## config.mk

```make
export PLATFORM = sky130hd
export DESIGN_NAME = lin_uart_status
export DESIGN_NICKNAME = d
export VERILOG_FILES = /design/src/rtl/lin_stat_pkg.sv /design/src/rtl/lin_flag_cell.sv /design/src/rtl/lin_low_timer.sv /design/src/rtl/lin_echo_chk.sv /design/src/rtl/lin_uart_status.sv
export SDC_FILE = /design/constraint.sdc
export NUM_CORES = 1
export LEC_CHECK = 0
export BUFFER_PORTS_ARGS = -buffer_cell sky130_fd_sc_hd__buf_2
export CAP_MARGIN = 15
export CORE_MARGIN = 8
export CORE_UTILIZATION = 36
export DETAILED_ROUTE_END_ITERATION = 10
export PLACE_DENSITY_LB_ADDON = 0.25
export RECOVER_POWER = 25
export SETUP_SLACK_MARGIN = 0.2
export SLEW_MARGIN = 0
export SYNTH_ARGS = -nofsm -noshare
export SYNTH_HDL_FRONTEND = slang
export SYNTH_HIERARCHICAL = 1
export SYNTH_SLANG_ARGS = --single-unit
```

## constraint.sdc

```tcl
create_clock -name clk -period 1.6 [get_ports clk]
set_input_delay 0.16 -clock clk [delete_from_list [all_inputs] [get_ports clk]]
set_output_delay 0.16 -clock clk [all_outputs]
set_load 0.02 [all_outputs]
```

## src/rtl/lin_stat_pkg.sv

```systemverilog
package lin_stat_pkg;
  typedef enum logic [1:0] {
    LS_SLEEP   = 2'd0,
    LS_WAITBRK = 2'd1,
    LS_ACTIVE  = 2'd2,
    LS_OFF     = 2'd3
  } lin_state_e;

  localparam int SW        = 8;
  localparam int B_RDA     = 7;
  localparam int B_PHYERR  = 6;
  localparam int B_OVR     = 5;
  localparam int B_FRM     = 4;
  localparam int B_BRK     = 3;
  localparam int B_TDEMPTY = 2;
  localparam int B_TXIDLE  = 1;
  localparam int B_ABDONE  = 0;

  localparam logic [SW-1:0] STAT_RST   = 8'h06;
  // 1 = set has priority, 0 = clear has priority
  localparam logic [SW-1:0] STAT_SETW  = 8'b1111_1001;
endpackage

```

## src/rtl/lin_flag_cell.sv

```systemverilog
module lin_flag_cell #(
  parameter logic RST_VAL  = 1'b0,
  parameter logic SET_WINS = 1'b1
) (
  input  logic clk,
  input  logic rst,
  input  logic set_i,
  input  logic clr_i,
  output logic q
);
  generate
    if (SET_WINS) begin : g_setw
      always_ff @(posedge clk) begin
        if (rst)        q <= RST_VAL;
        else if (set_i) q <= 1'b1;
        else if (clr_i) q <= 1'b0;
      end
    end else begin : g_clrw
      always_ff @(posedge clk) begin
        if (rst)        q <= RST_VAL;
        else if (clr_i) q <= 1'b0;
        else if (set_i) q <= 1'b1;
      end
    end
  endgenerate
endmodule

```

## src/rtl/lin_low_timer.sv

```systemverilog
module lin_low_timer
  import lin_stat_pkg::*;
#(
  parameter int TH_SLEEP = 4,
  parameter int TH_WAIT  = 11,
  parameter int TH_ACT   = 10
) (
  input  logic       clk,
  input  logic       rst,
  input  lin_state_e state,
  input  logic       bit_tick,
  input  logic       rx_line,
  output logic       brk_hit,
  output logic       wake_hit
);
  localparam int SAT_I = (TH_WAIT > TH_ACT)
                         ? ((TH_WAIT > TH_SLEEP) ? TH_WAIT : TH_SLEEP)
                         : ((TH_ACT > TH_SLEEP) ? TH_ACT : TH_SLEEP);
  localparam int CW = $clog2(SAT_I + 1);
  localparam logic [CW-1:0] SAT  = CW'(SAT_I);
  localparam logic [CW-1:0] T_SL = CW'(TH_SLEEP);
  localparam logic [CW-1:0] T_WB = CW'(TH_WAIT);
  localparam logic [CW-1:0] T_AC = CW'(TH_ACT);

  logic [CW-1:0] cnt;
  logic [CW-1:0] cnt_inc;
  logic [CW-1:0] thr;
  logic          step;

  always_comb begin
    unique case (state)
      LS_SLEEP:   thr = T_SL;
      LS_WAITBRK: thr = T_WB;
      LS_ACTIVE:  thr = T_AC;
      default:    thr = '0;
    endcase
  end

  assign step    = bit_tick && !rx_line && (cnt != SAT);
  assign cnt_inc = cnt + 1'b1;

  always_ff @(posedge clk) begin
    if (rst)          cnt <= '0;
    else if (rx_line) cnt <= '0;
    else if (step)    cnt <= cnt_inc;
  end

  assign brk_hit  = step && (state != LS_OFF) && (cnt_inc == thr);
  assign wake_hit = brk_hit && (state == LS_SLEEP);
endmodule

```

## src/rtl/lin_echo_chk.sv

```systemverilog
module lin_echo_chk #(
  parameter int DW = 8
) (
  input  logic          clk,
  input  logic          rst,
  input  logic          tx_load,
  input  logic [DW-1:0] tx_data,
  input  logic          rx_done,
  input  logic [DW-1:0] rx_data,
  output logic          mismatch
);
  logic [DW-1:0] sent_q;
  logic          pend_q;

  always_ff @(posedge clk) begin
    if (rst) begin
      sent_q <= '0;
      pend_q <= 1'b0;
    end else if (tx_load) begin
      sent_q <= tx_data;
      pend_q <= 1'b1;
    end else if (rx_done) begin
      pend_q <= 1'b0;
    end
  end

  assign mismatch = rx_done && pend_q && (rx_data != sent_q);
endmodule

```

## src/rtl/lin_uart_status.sv

```systemverilog
module lin_uart_status
  import lin_stat_pkg::*;
#(
  parameter int DW       = 8,
  parameter int TH_SLEEP = 4,
  parameter int TH_WAIT  = 11,
  parameter int TH_ACT   = 10
) (
  input  logic          clk,
  input  logic          rst,
  input  logic [1:0]    lin_state,
  input  logic          bit_tick,
  input  logic          rx_line,
  input  logic          rx_done,
  input  logic [DW-1:0] rx_data,
  input  logic          rx_stop,
  input  logic          tx_wr,
  input  logic          tx_load,
  input  logic [DW-1:0] tx_data,
  input  logic          tx_done,
  input  logic          ab_done,
  input  logic          ab_ovf,
  input  logic          ab_ien,
  input  logic          rd_stat,
  input  logic          rd_data,
  output logic [7:0]    stat_word,
  output logic          irq_ab,
  output logic          wake_evt
);
  logic          brk_hit, wake_hit, echo_bad;
  logic [SW-1:0] flag_q, flag_set, flag_clr;

  lin_low_timer #(.TH_SLEEP(TH_SLEEP), .TH_WAIT(TH_WAIT), .TH_ACT(TH_ACT)) u_low (
    .clk(clk), .rst(rst), .state(lin_state_e'(lin_state)),
    .bit_tick(bit_tick), .rx_line(rx_line),
    .brk_hit(brk_hit), .wake_hit(wake_hit)
  );

  lin_echo_chk #(.DW(DW)) u_echo (
    .clk(clk), .rst(rst), .tx_load(tx_load), .tx_data(tx_data),
    .rx_done(rx_done), .rx_data(rx_data), .mismatch(echo_bad)
  );

  always_comb begin
    flag_set = '0;
    flag_clr = '0;
    flag_set[B_RDA]     = rx_done;
    flag_set[B_PHYERR]  = echo_bad;
    flag_set[B_OVR]     = (rx_done && flag_q[B_RDA] && !rd_data) || ab_ovf;
    flag_set[B_FRM]     = rx_done && !rx_stop;
    flag_set[B_BRK]     = brk_hit;
    flag_set[B_TDEMPTY] = tx_load;
    flag_set[B_TXIDLE]  = tx_done;
    flag_set[B_ABDONE]  = ab_done || ab_ovf;
    flag_clr[B_RDA]     = rd_data;
    flag_clr[B_PHYERR]  = rd_data || rd_stat;
    flag_clr[B_OVR]     = rd_data;
    flag_clr[B_FRM]     = rd_data;
    flag_clr[B_BRK]     = rd_data || rd_stat;
    flag_clr[B_TDEMPTY] = tx_wr;
    flag_clr[B_TXIDLE]  = tx_load;
    flag_clr[B_ABDONE]  = rd_stat;
  end

  for (genvar i = 0; i < SW; i++) begin : g_flag
    lin_flag_cell #(.RST_VAL(STAT_RST[i]), .SET_WINS(STAT_SETW[i])) u_cell (
      .clk(clk), .rst(rst), .set_i(flag_set[i]), .clr_i(flag_clr[i]), .q(flag_q[i])
    );
  end

  always_ff @(posedge clk) begin
    if (rst) begin
      irq_ab   <= 1'b0;
      wake_evt <= 1'b0;
    end else begin
      irq_ab   <= flag_q[B_ABDONE] && ab_ien;
      wake_evt <= wake_hit;
    end
  end

  assign stat_word = flag_q;
endmodule

```

==> run summary, run 1 <==
Count of different cell masters after synthesis - 30
Routed Antenna Nets - 0
CP peak stage delay - 360 ps
Worst Path Arrival - 1840 ps
Register area share after synthesis - 0.404
# diodes - 0
Largest family of logic cells by synthesized area - simple AND/OR/NAND/NOR gates
Complex-gate fraction of the synthesized area - 0.122
Actual slew at the worst max-slew pin - 476 ps
Pwr Density - 724 nW/µm²
Synth top area share - 0.404
Wire per inst - 11.7 µm
Most frequent cell after synthesis - dfxtp_1
Initial antenna violation count - 0
Area growth syn-to-layout - 29.0%
Critical path required time - 1840 ps
Final Skew - 0.944 ps
Post-synth top flop - dfxtp_1
Final cell count without fillers - 214
Dpl cells - 210
Avg Cell Area, Syn - 9.33 µm²
Crit start category - flop
Final hold violations - 0
Clock period minus final worst setup slack - 1600 ps
Die Width - 72.2 µm
HPWL after DPL - 2.02 mm
Critical path peak fanout - 2
H-tree depth - 1
Fin area - 1470 µm²
Worst-Skew Late Latency - 290 ps
Top cell type by total area after synthesis - dfxtp_1
Post-synthesis mux area share - 0.0791
Status - finished, final reports clean
Cell with the largest stage delay on the worst path - dfxtp_2
Syn Std Cell Area - 1140 µm²
DRC viols - 0
Final layout net count - 208
Static leakage - 0.702 nW
Die height - 72.2 µm
IO Port Bufs - 41
Total CTS buffers - 3
Share of post-route cells with drive strength above 1 - 0.371
Post-synth EDFFs - 0
Post-Syn Nets - 159
Synth Area in Adders - 0.0549
First-pass GRT wire length - 4.22 mm
Via Count - 958
Fin crit share - 0.999
I/O pin cnt - 42
Crit Path Category - flop to flop
Fmax - 0.626 GHz
Placer Congestion - 0.779
Critical Path End Type - flop
Yosys reg bits - 23
Clk slew on worst S/H paths - 120 ps
Initial core utilization - 0.376
HP Class - primary input to flop
CTS tree - built
Die Area - 5220 µm²
CTS Sinks - 23
Simple-Gate Fraction of Synth Area - 0.208
Final Max Tran Viols - 0
Top delay family on crit path - simple AND/OR/NAND/NOR gates
WL final - 2.51 mm
Buf/Inv on CP - 0
Worst-case clock buffer depth - 2
Max cap viols - 0
Slew headroom - 0.683
Ys async rst share - 0
TritonRoute pass-1 iters - 4
Core Area - 3030 µm²
RSZ-0062 raised after global routing - true
Clk root buf - clkbuf_4
Area contributors post-synth - dfxtp_1, xor2_1, mux2i_1, ha_1, a21oi_2
All-Layer GR Usage - 0.0960
Routed vias/inst - 4.48
# rows - 20
Post-synthesis xor/xnor area fraction - 0.0923
Grt total ovfl - 0
Setup-failing EPs final - 0
Initial DRC Count - 28
Vias in the first global route - 971
Largest net degree at the start of global routing - 24
Area after DPL - 1440 µm²
Total number of yosys warnings - 6
Peak supply drop - 0.300 mV
Crit path cell chain - ha_4, or3b_1, a21o_1, a211oi_2, and2_1, nor2b_1
Top cell types by occurrence after synthesis - dfxtp_1, nor2_1, xor2_1
Synthesized netlist cell count - 122
==> per-layer routing <==
metal	vias up	track usage	wire (µm)
met5	-	0	0
met4	0	0.0408	32
met3	2	0.0207	153
met2	26	0.164	1220
met1	428	0.112	1100
li1	502	-	-
==> sequential cells by signal (all words and copies together), names as in the netlist <==
signal,cells
u_echo/pend_q,1
u_echo/sent_q,8
g_flag.u_cell/q,8
irq_ab,1
u_low/cnt,4
wake_evt,1
==> cells in the final DEF (no fill, tap or decap), types with 2 or more instances in the layout <==
cell type and instances:
dfxtp_1 21, a21oi_2 6, xor2_1 11, a21oi_1 3, buf_2 41, mux2i_1 9
nor4_1 2, or2_1 2, clkbuf_4 3, nand2b_1 6, nor2_1 13, o21bai_1 2
inv_1 9, nor2b_1 2, buf_4 5, o21bai_2 2, nor3_1 6, nand2_1 5
nand3_1 2, nand3b_1 2, ha_1 4
==> worst paths after layout <==
kind / from / end / slack (ps) / cells after the start
max: u_low/cnt[1]$_SDFFE_PP0P_ / wake_evt$_SDFF_PP0_ / 2 / 6
min: tx_wr / g_flag[2].u_cell/q$_SDFFE_PP1P_ / 40 / 2
max reg2reg: u_low/cnt[1]$_SDFFE_PP0P_ / wake_evt$_SDFF_PP0_ / 2 / 6
min reg2reg: g_flag[0].u_cell/q$_SDFFE_PP0P_ / irq_ab$_SDFF_PP0_ / 470 / 2
==> stage by stage <==
| stage | TNS [ps] | util | power, mW | hold slack [ps] | worst slack (ps) |
|---|---|---|---|---|---|
| floorplan | 0 | - | 0.736 | 222 | 61.6 |
| global placement | -55.0 | 0.476 | 0.815 | 357 | -55.0 |
| detailed placement | -133 | 0.476 | 0.823 | 363 | -106 |
| CTS | -20.0 | 0.485 | 1.08 | 38.2 | -20.0 |
| global route | -74.4 | 0.485 | 1.12 | 32.1 | -74.4 |
| finish | 0 | 0.485 | 1.06 | 38.8 | 1.80 |
==> final cells by class <==
| class | instances | area [µm²] |
|---|---|---|
| multi-input combinational | 88 | 646 |
| clock buffer | 4 | 26.3 |
| tap | 44 | 55.1 |
| inverter | 9 | 33.8 |
| fill | 297 | 1560 |
| timing repair buffer | 46 | 243 |
| sequential | 23 | 465 |
==> where the power goes <==
part / leakage (nW) / switching [mW] / internal (mW)
combinational: 0.496 / 0.0994 / 0.0920
sequential: 0.191 / 0.0167 / 0.600
clock: 0.0150 / 0.159 / 0.0969
total: 0.702 / 0.275 / 0.789
==> what timing repair did <==
action | CTS | global route
pin swaps | 0 | 0
resized for setup | 0 | 1
hold buffers | 0 | 0
setup endpoints to repair | 2 | 2
setup buffers | 0 | 0
==> cells by family (layout without fill, tap and decap cells) <==
family	Yosys count	after routing
AOI/OAI and AO/OA	17	17
xor gates and xnor gates	12	12
adders and majority gates	5	5
muxes	9	9
DFF	23	23
buffers and inverters	11	59
and+or+nand+nor	45	45
No activity file was read; power rests on OpenSTA's default activity.
==> inputs of run 2 (changes only) <==
- CTS_BUF_LIST: default -> sky130_fd_sc_hd__clkbuf_2
- SYNTH_HIERARCHICAL: 1 -> default
==> run 2 against run 1 <==
Compared with the run above: the flow now finishes with violations (negative setup slack); sequential share of layout area is 2.3 points higher; register-to-register slack hardly changed; fmax is 0.89% lower; final cell count is 9.8% lower; combinational power hardly changed.
==> run summary, run 2 <==
Avg Cell Area, Syn - 9.27 µm² (was 9.33 µm²)
TritonRoute pass-1 iters - 4 (unchanged)
Max cap viols - 0 (unchanged)
Area contributors post-synth - dfxtp_1, mux2i_1, xnor2_1, nor2_1, buf_4 (was dfxtp_1, xor2_1, mux2i_1, ha_1, a21oi_2)
Register area share after synthesis - 0.417 (was 0.404)
Clock period minus final worst setup slack - 1610 ps (was 1600 ps)
Initial antenna violation count - 0 (unchanged)
Largest net degree at the start of global routing - 24 (unchanged)
Total number of yosys warnings - 0 (was 6)
Final Max Tran Viols - 0 (unchanged)
HP Class - primary input to flop (unchanged)
Most common cell after layout, fill and taps aside - buf_2 (unchanged)
Clk root buf - clkbuf_2 (was clkbuf_4)
Fmax - 0.620 GHz (was 0.626 GHz)
CTS Sinks - 23 (unchanged)
Most frequent cells in the layout - buf_2, dfxtp_1, nor2_1, mux2i_1, xnor2_1 (was buf_2, dfxtp_1, nor2_1, xor2_1)
RSZ-0062 raised after global routing - true (unchanged)
Final Skew - 5.62 ps (was 0.944 ps)
Worst-case clock buffer depth - 2 (unchanged)
Fin area - 1380 µm² (was 1470 µm²)
Critical path required time - 1860 ps (was 1840 ps)
Failing checks - negative setup slack
Wire per inst - 12.4 µm (was 11.7 µm)
Core Area - 2980 µm² (was 3030 µm²)
# diodes - 0 (unchanged)
Final worst slack - -12.5 ps (was 1.80 ps)
Total power - 1.03 mW (was 1.06 mW)
Worst Path Arrival - 1870 ps (was 1840 ps)
Critical Path End Type - flop (unchanged)
Clk slew on worst S/H paths - 200 ps (was 120 ps)
Actual slew at the worst max-slew pin - 423 ps (was 476 ps)
Dpl ws - -53.7 ps (was -106 ps)
Crit start category - flop (unchanged)
IO Port Bufs - 41 (unchanged)
Static leakage - 0.643 nW (was 0.702 nW)
Synthesized netlist cell count - 119 (was 122)
Die Area - 5090 µm² (was 5220 µm²)
# rows - 20 (unchanged)
First-pass GRT wire length - 3.97 mm (was 4.22 mm)
Slew headroom - 0.718 (was 0.683)
HPWL after DPL - 1.92 mm (was 2.02 mm)
Worst-Skew Late Latency - 310 ps (was 290 ps)
Die height - 71.4 µm (was 72.2 µm)
Vias in the first global route - 947 (was 971)
Routed Antenna Nets - 0 (unchanged)
Via Count - 896 (was 958)
Total CTS buffers - 3 (unchanged)
Area growth syn-to-layout - 24.9% (was 29.0%)
Synth top area share - 0.417 (was 0.404)
Die Width - 71.4 µm (was 72.2 µm)
Status - finished, violations left (was finished, final reports clean)
Pwr Density - 746 nW/µm² (was 724 nW/µm²)
WL final - 2.40 mm (was 2.51 mm)
Routed vias/inst - 4.64 (was 4.48)
Syn Std Cell Area - 1100 µm² (was 1140 µm²)
Post-synth top flop - dfxtp_1 (unchanged)
Share of post-route cells with drive strength above 1 - 0.369 (was 0.371)
I/O pin cnt - 42 (unchanged)
Crit Path Category - flop to flop (unchanged)
CTS tree - built (unchanged)
Peak supply drop - 0.428 mV (was 0.300 mV)
Count of different cell masters after synthesis - 29 (was 30)
Most frequent cell after synthesis - dfxtp_1 (unchanged)
Fillers - 306 (was 297)
DRC viols - 0 (unchanged)
Initial core utilization - 0.371 (was 0.376)
Fin crit share - 1.01 (was 0.999)
Post-synth EDFFs - 0 (unchanged)
Setup-failing EPs final - 1 (was 0)
H-tree depth - 1 (unchanged)
All-Layer GR Usage - 0.0944 (was 0.0960)
Ys async rst share - 0 (unchanged)
Final hold violations - 0 (unchanged)
Top cell types by occurrence after synthesis - dfxtp_1, nor2_1, mux2i_1, xnor2_1, buf_4 (was dfxtp_1, nor2_1, xor2_1)
Top Registers - g_flag.u_cell.q x8, u_echo.sent_q x8, u_low.cnt x4 (was g_flag.u_cell/q x8, u_echo/sent_q x8, u_low/cnt x4)
Final layout net count - 197 (was 208)
Grt total ovfl - 0 (unchanged)
Critical path peak fanout - 3 (was 2)
Area after DPL - 1320 µm² (was 1440 µm²)
Top cell type by total area after synthesis - dfxtp_1 (unchanged)
Placer Congestion - 0.815 (was 0.779)
Post-Syn Nets - 155 (was 159)
Initial DRC Count - 27 (was 28)
Yosys reg bits - 23 (unchanged)
## run 2: final cells by class
| class | count | area, µm² | area share |
|---|---|---|---|
| clock buffers | 4 | 20.0 | 0.0145 |
| repair buffers | 48 | 260 | 0.189 |
| multi-input cells | 81 | 573 | 0.416 |
| inverters | 4 | 15.0 | 0.0109 |
| well taps | 33 | 41.3 | 0.0299 |
| flip-flops and latches | 23 | 469 | 0.340 |
## run 2: path summary, 6_finish.rpt
check,from,end,slack [ps],depth (start not counted)
hold / removal,rx_line,u_low.cnt[3]$_SDFFE_PP0P_,60,2
hold reg to reg,g_flag[6].u_cell.q$_SDFFE_PP0P_,g_flag[6].u_cell.q$_SDFFE_PP0P_,470,2
setup reg to reg,u_low.cnt[0]$_SDFFE_PP0P_,wake_evt$_SDFF_PP0_,-10,4
setup / recovery,u_low.cnt[0]$_SDFFE_PP0P_,wake_evt$_SDFF_PP0_,-10,4
## run 2: kinds of logic after synthesis
logic type | Yosys count | share of synthesized area
AOI/OAI and AO/OA | 13 | 0.0748
xor gates and xnor gates | 13 | 0.103
adders and majority gates | 4 | 0.0454
buffers and inverters | 15 | 0.0782
DFF | 23 | 0.417
muxes | 11 | 0.101
and+or+nand+nor | 40 | 0.180
## run 2: through the flow
step,setup TNS [ps],utilization,hold slack [ps],instances
floorplan,0,-,229,119
global placement,-1.16,0.443,348,185
detailed placement,-80.5,0.443,360,185
CTS,-5.46,0.462,29.2,193
global route,-108,0.463,35.1,193
finish,-12.5,0.463,56.1,193
## run 2: layer usage
layer  GRT usage  routed length (µm)  vias to the layer above
met5           0                   0                        -
met4      0.0346                  14                        0
met3      0.0432                 205                        2
met2       0.163                1180                       23
met1      0.0973                1000                      392
li1            -                   -                      479
## run 2: repair_timing
item	4_1_cts	5_1_grt
endpoints found under the setup margin	2	4
hold endpoints to repair	1	0
hold buffers	1	0
resized for setup	1	2
buffers inserted	3	0
pin swaps	2	1
## run 2: where the power goes
group / internal (mW) / total, mW / switching (mW)
combinational: 0.0970 / 0.189 / 0.0917
clock: 0.0662 / 0.224 / 0.157
sequential: 0.599 / 0.616 / 0.0164
total: 0.762 / 1.03 / 0.265
## run 2: worst max-delay path, cell delays in order (launching register included)
cell     delay [ps]
dfxtp_4         400
and3_4          170
or4_4           520
a311o_1         310
nor3b_2         170
==> inputs of run 3 (changes only) <==
- ABC_AREA: default -> 1
- TNS_END_PERCENT: default -> 10
==> run 3 against run 2 <==
Compared with the run above: the run now ends clean; via count rose by 18%; first-iteration DRC count fell by 19%; global-route usage is 0.52 points higher; setup slack better by 350 ps; worst hold slack got worse by 27 ps; critical endpoint is now g_flag[3].u_cell.q$_SDFFE_PP0P_; highest routed layer unchanged.
==> run summary, run 3 <==
Post-synthesis xor/xnor area fraction - 0.0535 (was 0.103)
Setup-failing EPs final - 0 (was 1)
Count of different cell masters after synthesis - 21 (was 29)
Crit Path Category - flop to flop (unchanged)
Hold EP - g_flag[0].u_cell.q$_SDFFE_PP0P_ (was u_low.cnt[3]$_SDFFE_PP0P_)
IO Port Bufs - 41 (unchanged)
Post-synthesis mux area share - 0 (was 0.101)
Die Width - 72.4 µm (was 71.4 µm)
Pwr Density - 761 nW/µm² (was 746 nW/µm²)
CTS Sinks - 23 (unchanged)
Max cap viols - 0 (unchanged)
Placer Congestion - 0.893 (was 0.815)
Setup TNS - 0 ps (was -12.5 ps)
R2R cell count - 6 (was 4)
Die height - 72.4 µm (was 71.4 µm)
DRC viols - 0 (unchanged)
Final hold violations - 0 (unchanged)
Top Registers - g_flag.u_cell.q x8, u_echo.sent_q x8, u_low.cnt x4 (unchanged)
Final layout net count - 233 (was 197)
Crit path cell chain - ha_1, nor2_1, nand3_1, nand2_1, nand3_2, a21oi_2 (was and3_4, or4_4, a311o_1, nor3b_2)
Total number of yosys warnings - 0 (unchanged)
Syn Std Cell Area - 1150 µm² (was 1100 µm²)
Fmax - 0.792 GHz (was 0.620 GHz)
Synth Area in Adders - 0.0437 (was 0.0454)
Complex-gate fraction of the synthesized area - 0.116 (was 0.0748)
Fin area - 1380 µm² (unchanged)
HP Class - primary input to flop (unchanged)
Fin crit share - 0.789 (was 1.01)
Routed Antenna Nets - 0 (unchanged)
CTS tree - built (unchanged)
Via Count - 1,057 (was 896)
RSZ-0062 raised after global routing - false (was true)
Post-synth top flop - dfxtp_1 (unchanged)
Cell with the largest stage delay on the worst path - dfxtp_4 (was or4_4)
# diodes - 0 (unchanged)
Largest family of logic cells by synthesized area - simple AND/OR/NAND/NOR gates (unchanged)
Area growth syn-to-layout - 20.3% (was 24.9%)
Routed vias/inst - 4.40 (was 4.64)
Largest net degree at the start of global routing - 14 (was 24)
Grt total ovfl - 0 (unchanged)
Worst Path Arrival - 1550 ps (was 1870 ps)
Vias in the first global route - 1,020 (was 947)
Slew headroom - 0.795 (was 0.718)
Area contributors post-synth - dfxtp_1, nand2_1, nor2_1, o21ai_0, xnor2_1 (was dfxtp_1, mux2i_1, xnor2_1, nor2_1, buf_4)
Initial antenna violation count - 0 (unchanged)
Wire per inst - 10.6 µm (was 12.4 µm)
Static leakage - 0.688 nW (was 0.643 nW)
TritonRoute pass-1 iters - 4 (unchanged)
HPWL after DPL - 2.05 mm (was 1.92 mm)
H-tree depth - 1 (unchanged)
Worst-case clock buffer depth - 2 (unchanged)
CP peak stage delay - 420 ps (was 520 ps)
Synthesized netlist cell count - 160 (was 119)
Register area share after synthesis - 0.402 (was 0.417)
Yosys reg bits - 23 (unchanged)
Critical path required time - 1890 ps (was 1860 ps)
Peak supply drop - 0.255 mV (was 0.428 mV)
Post-synth EDFFs - 0 (unchanged)
Post-Syn Nets - 196 (was 155)
Flop-to-flop setup slack - 340 ps (was -10 ps)
WL final - 2.54 mm (was 2.40 mm)
Total power - 1.05 mW (was 1.03 mW)
Crit start category - flop (unchanged)
First-pass GRT wire length - 4.25 mm (was 3.97 mm)
Share of post-route cells with drive strength above 1 - 0.286 (was 0.369)
Beginning of the worst hold path - ab_done (was rx_line)
Simple-Gate Fraction of Synth Area - 0.258 (was 0.180)
All-Layer GR Usage - 0.0996 (was 0.0944)
Top cell type by total area after synthesis - dfxtp_1 (unchanged)
Critical Path End Type - flop (unchanged)
Final Skew - 14.9 ps (was 5.62 ps)
Final Max Tran Viols - 0 (unchanged)
Clk root buf - clkbuf_2 (unchanged)
Die Area - 5250 µm² (was 5090 µm²)
Hold slack - 29.6 ps (was 56.1 ps)
Core Area - 3050 µm² (was 2980 µm²)
Initial core utilization - 0.375 (was 0.371)
Clk slew on worst S/H paths - 220 ps (was 200 ps)
Seq. cell area - 468 µm² (was 469 µm²)
Area after DPL - 1330 µm² (was 1320 µm²)
Actual slew at the worst max-slew pin - 307 ps (was 423 ps)
Multi-input gate area - 539 µm² (was 573 µm²)
Avg Cell Area, Syn - 7.16 µm² (was 9.27 µm²)
R2r startpoint - u_low.cnt[0]$_SDFFE_PP0P_ (unchanged)
Most frequent cells in the layout - buf_2, nand2_1, nor2_1, dfxtp_1, inv_1 (was buf_2, dfxtp_1, nor2_1, mux2i_1, xnor2_1)
Status - finished, final reports clean (was finished, violations left)
Critical path peak fanout - 7 (was 3)
Total CTS buffers - 3 (unchanged)
Clock period minus final worst setup slack - 1260 ps (was 1610 ps)
Reg-to-Reg End - g_flag[3].u_cell.q$_SDFFE_PP0P_ (was wake_evt$_SDFF_PP0_)
Hold Path Depth - 3 (was 2)
Fillers - 346 (was 306)
Ys async rst share - 0 (unchanged)
I/O pin cnt - 42 (unchanged)
# rows - 20 (unchanged)
Worst-Skew Late Latency - 320 ps (was 310 ps)
Synth top area share - 0.402 (was 0.417)
Initial DRC Count - 22 (was 27)
Most common cell after layout, fill and taps aside - buf_2 (unchanged)
Top cell types by occurrence after synthesis - nand2_1, nor2_1, dfxtp_1 (was dfxtp_1, nor2_1, mux2i_1, xnor2_1, buf_4)
==> run 3: cell types whose count changed in the layout (fill, tap and decap cells not counted), sizes merged, moves of 6 or more <==
cell and change:
mux2i -10, nor2 +11, nand2 +26, inv +15
o21ai +13, buf -6
==> run 3: power by group <==
part           switching, mW  total (mW)  internal [mW]
logic                  0.106       0.196         0.0894
registers             0.0214       0.626          0.605
clock network          0.171       0.228         0.0567
total                  0.299        1.05          0.751
==> run 3: what timing repair did <==
| item | 4_1_cts | 5_1_grt |
|---|---|---|
| buffers inserted | 0 | 0 |
| gates resized for setup | 0 | 4 |
| hold buffers | 1 | 1 |
| setup endpoints to repair | 0 | 3 |
| hold endpoints to repair | 1 | 1 |
==> run 3: worst max-delay path by stage <==
stage,start,end,slack (ps),cells after the start
after global placement,u_low.cnt[0]$_SDFFE_PP0P_,u_low.cnt[2]$_SDFFE_PP0P_,370,8
final,u_low.cnt[0]$_SDFFE_PP0P_,g_flag[3].u_cell.q$_SDFFE_PP0P_,340,6
after floorplan,u_low.cnt[0]$_SDFFE_PP0P_,u_low.cnt[2]$_SDFFE_PP0P_,410,8
after detailed placement,u_low.cnt[0]$_SDFFE_PP0P_,g_flag[3].u_cell.q$_SDFFE_PP0P_,290,9
after global routing,u_low.cnt[0]$_SDFFE_PP0P_,g_flag[3].u_cell.q$_SDFFE_PP0P_,200,9
after CTS,u_low.cnt[0]$_SDFFE_PP0P_,g_flag[3].u_cell.q$_SDFFE_PP0P_,260,9
==> run 3: cell type report <==
| type | instances | share of cell area |
|---|---|---|
| Timing Repair Buffer | 43 | 0.163 |
| Clock buffer | 3 | 0.0109 |
| Clock inverter | 1 | 0.00363 |
| Multi-Input combinational cell | 107 | 0.391 |
| Sequential cell | 23 | 0.339 |
| Inverter | 19 | 0.0517 |
| Tap cell | 44 | 0.0399 |
==> run 3: kinds of logic (layout without fill, tap and decap cells) <==
| group | after synthesis | count (layout) |
|---|---|---|
| AO/OA/AOI/OAI | 25 | 25 |
| XOR/XNOR | 7 | 7 |
| adder cells (fa/ha/maj) | 4 | 4 |
| buffers and inverters | 30 | 66 |
| flip-flops | 23 | 23 |
| AND/OR/NAND/NOR | 71 | 71 |
==> run 3: layer usage <==
metal / GRT usage / up-vias / share of wire
li1: - / 566 / -
met1: 0.107 / 469 / 0.44
met5: 0 / - / 0
met3: 0.0331 / 2 / 0.068
met2: 0.172 / 20 / 0.47
met4: 0.0467 / 0 / 0.014
==> run 3: worst max-delay path: cells and delay by family, from the launching register on <==
| family | cells | cell delay, ps |
|---|---|---|
| fa+ha+maj | 1 | 340 |
| simple gates | 4 | 370 |
| compound gates | 1 | 110 |
| flops | 1 | 420 |
==> run 3: metrics by stage <==
stage,utilization,std cells,worst slack [ps]
after floorplan,-,160,413
after global placement,0.436,234,367
after detailed placement,0.436,234,295
after CTS,0.446,239,257
after global routing,0.452,240,204
final,0.452,240,337
